[config.mk]
export PLATFORM = sky130hd
export DESIGN_NAME = charge_watchdog
export DESIGN_NICKNAME = d
export VERILOG_FILES = /design/src/rtl/charge_watchdog.sv
export SDC_FILE = /design/constraint.sdc
export NUM_CORES = 1
export LEC_CHECK = 0
export ABC_AREA = 1
export BUFFER_PORTS_ARGS = -buffer_cell sky130_fd_sc_hd__buf_4
export CAP_MARGIN = 20
export CORE_AREA = 2 2 39 41
export DETAILED_ROUTE_END_ITERATION = 7
export DIE_AREA = 0 0 41 43
export HOLD_SLACK_MARGIN = 0.05
export PLACE_DENSITY_LB_ADDON = 0.05
export SLEW_MARGIN = 25
export SYNTH_ARGS = -nofsm -noshare
export SYNTH_HDL_FRONTEND = slang
export SYNTH_SLANG_ARGS = --single-unit
[constraint.sdc]
create_clock -name clk -period 4.35 [get_ports clk]
set_input_delay 0.2175 -clock clk [delete_from_list [all_inputs] [get_ports clk]]
set_output_delay 0.2175 -clock clk [all_outputs]
set_load 0.01 [all_outputs]
[src/rtl/charge_watchdog.sv]
module charge_watchdog #(
  parameter int P_SHORT = 44,
  parameter int P_MID   = 88,
  parameter int P_LONG  = 175,
  localparam int CW     = $clog2(P_LONG + 1)
) (
  input  logic       clk,
  input  logic       rst_n,
  input  logic [1:0] period_sel,
  input  logic       wr_volt,
  input  logic       wr_curr,
  input  logic       sec_tick,
  output logic       expired,
  output logic       charge_suspend
);

  logic [CW-1:0] cnt;
  logic [CW-1:0] limit;
  logic [1:0]    sel_q;
  logic          enabled;
  logic          restart;
  logic          last_tick;

  always_comb begin
    case (period_sel)
      2'b01:   limit = CW'(P_SHORT);
      2'b10:   limit = CW'(P_MID);
      default: limit = CW'(P_LONG);
    endcase
  end

  assign enabled   = period_sel != 2'b00;
  assign restart   = wr_volt | wr_curr | (period_sel != sel_q);
  assign last_tick = sec_tick & ~expired & (cnt + CW'(1) == limit);

  always_ff @(posedge clk or negedge rst_n) begin
    if (!rst_n) begin
      cnt     <= '0;
      expired <= 1'b0;
      sel_q   <= 2'b11;
    end else begin
      sel_q <= period_sel;
      if (!enabled || restart) begin
        cnt     <= '0;
        expired <= 1'b0;
      end else if (sec_tick && !expired) begin
        cnt <= cnt + CW'(1);
        if (last_tick) expired <= 1'b1;
      end
    end
  end

  assign charge_suspend = expired;

  AST_WRITE_CLEARS: assert property (@(posedge clk) disable iff (!rst_n)
    (wr_volt || wr_curr) |=> !expired);
  AST_OFF_NEVER_EXPIRES: assert property (@(posedge clk) disable iff (!rst_n)
    (period_sel == 2'b00) |=> !expired);
  AST_RISE_NEEDS_TICK: assert property (@(posedge clk) disable iff (!rst_n)
    $rose(expired) |-> $past(sec_tick));
  AST_LEVEL_HOLDS: assert property (@(posedge clk) disable iff (!rst_n)
    (expired && !wr_volt && !wr_curr && period_sel == sel_q && enabled) |=> expired);
  AST_SUSPEND_TRACKS: assert property (@(posedge clk) disable iff (!rst_n)
    $rose(expired) |-> charge_suspend);

endmodule

==> flow_metrics.py, run 1 <==
metrics = {
    "setup_path": {
        "path_common_cell": "nand2_1",
        "end_kind": "flip-flop",
        "cp.arrival_ns": 1.77,
        "path_class": "flip-flop to flip-flop",
        "max_stage_delay_ns": 0.45,
        "crit_path_start_kind": "flip-flop",
        "crit_chain": "ha_1 -> or2_1 -> nand2_1 -> nand2_1 -> nor2_1 -> nand3_1 -> nand2_1 -> nand2_1 -> a21oi_2",
        "path_delay_family": "simple AND/OR/NAND/NOR gates",
        "cp_num_buf_inv": 0,
        "reg2reg_to": "charge_suspend",
        "critPathLaunch": "cnt[0]",
        "crit_path_top_delay_cell": "dfrtp_1",
        "cp.required_ns": 4.57,
        "r2r-start": "cnt[0]",
        "path_max_fanout": 7,
        "r2r_slack_ns": 2.80,
        "reg2regPathDepth": 9,
        "cp_num_cells": 9,
    },
    "pwr": {
        "leakagePower_nw": 0.392,
        "p_per_area_nw_per_um2": 225,
        "vdd_drop_max_uv": 186,
    },
    "clocking": {
        "cts_buffers": 3,
        "cts_max_level": 1,
        "cts_sinks": 11,
        "postCtsHoldBufs": 1,
        "cts.root.buffer_cell": "clkbuf_4",
        "clk_pin_slew_ns": 0.08,
        "cts_tree": "built",
        "worstSkewPairLatency_ns": 0.28,
        "cts_resized": 0,
        "clockBufferDepth": 2,
        "post_cts_buffers": 0,
    },
    "logic_synthesis": {
        "synth.distinct_cells": 18,
        "yosysWarnings": 0,
        "netlist.area_leader.share": 0.302,
        "syn_nets": 115,
        "ys_seq_area_frac": 0.372,
        "yosys-top-cells-area": "dfrtp_1 30%, nand2_1 16%, nand3_1 7.4%",
        "synth_top_area_cell": "dfrtp_1",
        "ys_ff_latch": 11,
        "synth_area_sq_um": 747,
        "syn_avg_cell_area_sq_um": 7.11,
        "netlist_instances": 105,
    },
    "placement": {
        "dp_hpwl_mm": 1.22,
        "portBuffers": 8,
        "gp_congestion": 0.871,
    },
    "min_path": {
        "hold_depth": 1,
        "hp-class": "input pin to flip-flop",
        "hold_start": "period_sel[0]",
        "min_to": "sel_q[0]",
    },
    "routing": {
        "met3WireLength_um": 72,
        "vias_per_cell": 5.21,
        "top_layer": "met4",
        "ant_nets": 0,
        "m1WireLength_um": 688,
        "drt-total-wl_mm": 1.50,
        "wl_met2_um": 694,
        "wl_per_cell_um": 11.3,
        "drt_first_iter_violations": 13,
        "drc": 0,
        "firstDrtPassIters": 4,
        "route.vias.total": 693,
    },
    "timing": {
        "hold_violations": 0,
        "hold_slack_ns": 0.0692,
        "tightest_slew_ns": 0.333,
        "finalMaxSlewViolations": 0,
        "fin_skew_ns": 0.00860,
        "grt_setup_unrepaired": "false",
        "setup_viol_count_final": 0,
        "fmax_mhz": 644,
        "slew_headroom": 0.777,
        "post-route-period-util": 0.357,
        "min_period_ns": 1.55,
        "tns_ns": 0,
    },
    "layout": {
        "layout-drive-gt1-share": 0.188,
        "final_core_util": 0.618,
        "synthToLayoutAreaGrowth_pct": 14.6,
        "nNetsFinal": 128,
        "diodes": 0,
        "layout_commonest_cell": "nand2_1",
        "layout.cells.most_common_list": "31 x nand2_1, 14 x inv_1, 11 x nand3_1, 9 x nor2_1, 9 x dfrtp_1",
    },
    "die": {
        "fp.dieH_um": 43,
        "initial_core_util": 0.540,
        "dieArea_sq_um": 1760,
        "coreArea_sq_um": 1380,
        "row_count": 14,
        "num_io_pins": 9,
        "die_w_um": 41,
    },
    "global_route": {
        "grt_use_total": 0.235,
        "grt_max_degree": 12,
        "antenna_found_initial": 0,
        "overflow": 0,
        "grt_pass1_vias": 653,
        "grt_pass1_wl_mm": 2.72,
    },
    "flow_run": {
        "drv_cap": 0,
    },
    "status": {
        "status": "complete, no violations",
    },
}
-- state kept, by name, indices dropped and copies added (netlist names) --
register	count
cnt	8
sel_q	2
charge_suspend	1
-- cells in the mapped netlist (all sizes together) --
cell type,number
and2,1
ha,3
o22ai,6
nor2,14
nand2,34
dfrtp,9
nor3,3
or2,1
buf,1
xnor2,2
inv,14
nand3,11
dfstp,2
o21ai,3
a21oi,1
-- worst reg2reg max path: cells and delay by family, from the launching register on --
| family | cells | cell delay, ns |
|---|---|---|
| AO/OA/AOI/OAI | 1 | 0.10 |
| adder cells (fa/ha/maj) | 1 | 0.26 |
| flip-flops | 1 | 0.45 |
| AND/OR/NAND/NOR | 7 | 0.67 |
-- worst max-delay path by stage --
stage	endpoint
after floorplan	charge_suspend
after global placement	cnt[4]
after detailed placement	charge_suspend
after CTS	charge_suspend
after global routing	charge_suspend
final	charge_suspend
-- where the power goes --
part	switching (mW)	leakage, nW	total, mW	internal (mW)
clock	0.0369	0.0150	0.0725	0.0356
sequential	0.000753	0.147	0.105	0.104
combinational	0.00792	0.230	0.0153	0.00737
total	0.0456	0.392	0.193	0.147
-- cells by family after synthesis --
group	Yosys count	share of synthesized area
fa+ha+maj	3	0.0503
flops	11	0.372
buf+inv	15	0.0804
compound gates	10	0.0821
xor+xnor	2	0.0235
simple gates	64	0.392
-- stage by stage --
stage	setup WS, ns	power, mW	cells	instance area, sq um
finish	2.80	0.193	133	856
global route	2.65	0.200	133	856
CTS	2.79	0.194	133	856
detailed placement	2.81	0.122	128	820
global placement	2.86	0.122	128	820
floorplan	2.92	0.113	105	747
-- layer usage --
metal,GRT usage,vias to the layer above
met5,0,-
met4,0.160,0
met3,0.0314,5
met2,0.344,21
met1,0.304,309
li1,-,358
-- cell type report --
cell class	instances	area, sq um
Fill cell	134	528
Multi-Input combinational cell	79	409
Sequential cell	11	278
Timing Repair Buffer	9	70.1
Inverter	14	52.6
Clock buffer	4	26.3
Tap cell	16	20.0
Note: power is estimated with default switching activity, not from simulation.
==> run 2, diff against run 1 <==
Settings changed: CORE_AREA 2 2 39 41 to unset, CORE_MARGIN set to 2, CORE_UTILIZATION set to 55, DIE_AREA 0 0 41 43 to unset.
Clock period 4.35 ns to 1.5 ns, I/O delays scaled along.
==> flow_metrics.py, run 2 (synthesis gave the netlist of run 1 again) <==
metrics = {
    "status": {
        "status": "complete, no violations",
    },
    "die": {
        "coreArea_sq_um": 1280,
        "fp.dieH_um": 40.9,
        "row_count": 13,
        "die_w_um": 40.9,
        "num_io_pins": 9,
        "dieArea_sq_um": 1670,
        "initial_core_util": 0.581,
    },
    "placement": {
        "place_area_sq_um": 833,
        "portBuffers": 8,
        "place_ws_ns": 0.0530,
        "dp_hpwl_mm": 1.22,
        "placedCellCount": 129,
        "gp_congestion": 0.837,
    },
    "global_route": {
        "grt_use_total": 0.236,
        "grt_util_met2": 0.387,
        "overflow": 0,
        "met1_usage": 0.297,
        "grt_pass1_vias": 599,
        "grt_pass1_wl_mm": 2.49,
        "grt_max_degree": 12,
        "antenna_found_initial": 0,
        "grtUsageMet3": 0.0326,
        "grt_busiest_layer": "met2",
    },
    "setup_path": {
        "crit_path_start_kind": "flip-flop",
        "end_kind": "flip-flop",
        "cp.arrival_ns": 1.61,
        "path_class": "flip-flop to flip-flop",
        "cp.required_ns": 1.71,
        "r2r-start": "cnt[0]",
        "r2r_slack_ns": 0.09,
        "reg2reg_to": "charge_suspend",
        "reg2regPathDepth": 9,
        "path_max_fanout": 3,
    },
    "routing": {
        "route.vias.total": 722,
        "firstDrtPassIters": 4,
        "vias_per_cell": 5.27,
        "drt_first_iter_violations": 24,
        "drt-total-wl_mm": 1.69,
        "ant_nets": 0,
        "drc": 0,
        "wl_per_cell_um": 12.3,
    },
    "layout": {
        "regMostFlops": "cnt",
        "synthToLayoutAreaGrowth_pct": 22.8,
        "finalNonFillerCells": 137,
        "layout_commonest_cell": "nand2_1",
        "layout.cells.most_common_list": "31 x nand2_1, 13 x inv_1, 11 x buf_4, 10 x nand3_1, 9 x dfrtp_1",
        "largest_reg_flops": 8,
        "layout-drive-gt1-share": 0.238,
        "fillers": 97,
        "final_core_util": 0.714,
        "nNetsFinal": 133,
        "diodes": 0,
        "stdcell_area_sq_um": 917,
    },
    "clocking": {
        "worstSkewPairLatency_ns": 0.28,
        "cts_tree": "built",
        "cts.root.buffer_cell": "clkbuf_4",
        "clk_pin_slew_ns": 0.07,
        "cts_sinks": 11,
        "clockBufferDepth": 2,
        "cts_buffers": 3,
        "cts_max_level": 1,
    },
    "pwr": {
        "vdd_drop_max_uv": 419,
        "p_per_area_nw_per_um2": 618,
        "leakagePower_nw": 0.414,
    },
    "timing": {
        "post-route-period-util": 0.938,
        "finalMaxSlewViolations": 0,
        "fmax_mhz": 711,
        "min_period_ns": 1.41,
        "hold_violations": 0,
        "tightest_slew_ns": 0.234,
        "fin_ws_ns": 0.0931,
        "fin_skew_ns": 0.00419,
        "setup_viol_count_final": 0,
        "slew_headroom": 0.843,
        "tns_ns": 0,
    },
    "min_path": {
        "hp-class": "input pin to asynchronous set/reset pin",
    },
    "flow_run": {
        "drv_cap": 0,
    },
}
-- run 2: cell types whose count changed in the layout (fill, tap and decap cells not counted), sizes merged --
cell,before,now
buf,8,11
dlygate4sd3,1,3
-- run 2: layout make-up --
| cell class | count | area (sq um) | area share |
|---|---|---|---|
| Timing Repair Buffer | 14 | 113 | 0.123 |
| Clock buffer | 4 | 26.3 | 0.0286 |
| Sequential cell | 11 | 278 | 0.303 |
| Multi-Input combinational cell | 79 | 429 | 0.468 |
| Tap cell | 15 | 18.8 | 0.0205 |
| Inverter | 14 | 52.6 | 0.0573 |
-- run 2: stage by stage --
stage          hold WS, ns  total power [mW]
2_1_floorplan       -0.221             0.328
3_3_place_gp       -0.0829             0.353
5_1_grt              0.197             0.584
6_report             0.165             0.567
4_1_cts              0.152             0.565
3_5_place_dp       -0.0808             0.354
-- run 2: routing by layer --
metal | share of wire | wire, um | vias up
met5 | 0 | 0 | -
met4 | 0.027 | 46 | 0
met3 | 0.044 | 75 | 7
met2 | 0.47 | 802 | 21
met1 | 0.45 | 764 | 320
li1 | - | - | 374
-- run 2: worst max path at each step --
stage / startpoint / end / slack (ns) / depth (start not counted)
floorplan: cnt[0] / charge_suspend / 0.07 / 9
global placement: sel_q[1] / cnt[0] / 0.07 / 4
detailed placement: cnt[1] / charge_suspend / 0.05 / 9
CTS: cnt[1] / charge_suspend / 0.04 / 9
global route: cnt[0] / charge_suspend / -0.003 / 9
finish: cnt[0] / charge_suspend / 0.09 / 9
-- run 2: repair_timing --
action | CTS | global route
endpoints found under the setup margin | 0 | 7
endpoints found under the hold margin | 13 | 0
hold buffers | 3 | 0
gates resized for setup | 0 | 6
setup buffers | 0 | 1
-- run 2: critical path, stage by stage, from the launching register on --
cell and delay [ns]:
dfrtp_1 0.42, ha_4 0.18, or2_1 0.23, nand2_1 0.07, nand2_1 0.06, nor2_1 0.08
nand3_1 0.07, nand2_1 0.07, nand2_1 0.05, a21oi_2 0.11
-- run 2: power by group --
part	switching, mW	internal [mW]	total (mW)
sequential	0.00191	0.302	0.304
clock	0.107	0.103	0.210
combinational	0.0269	0.0263	0.0532
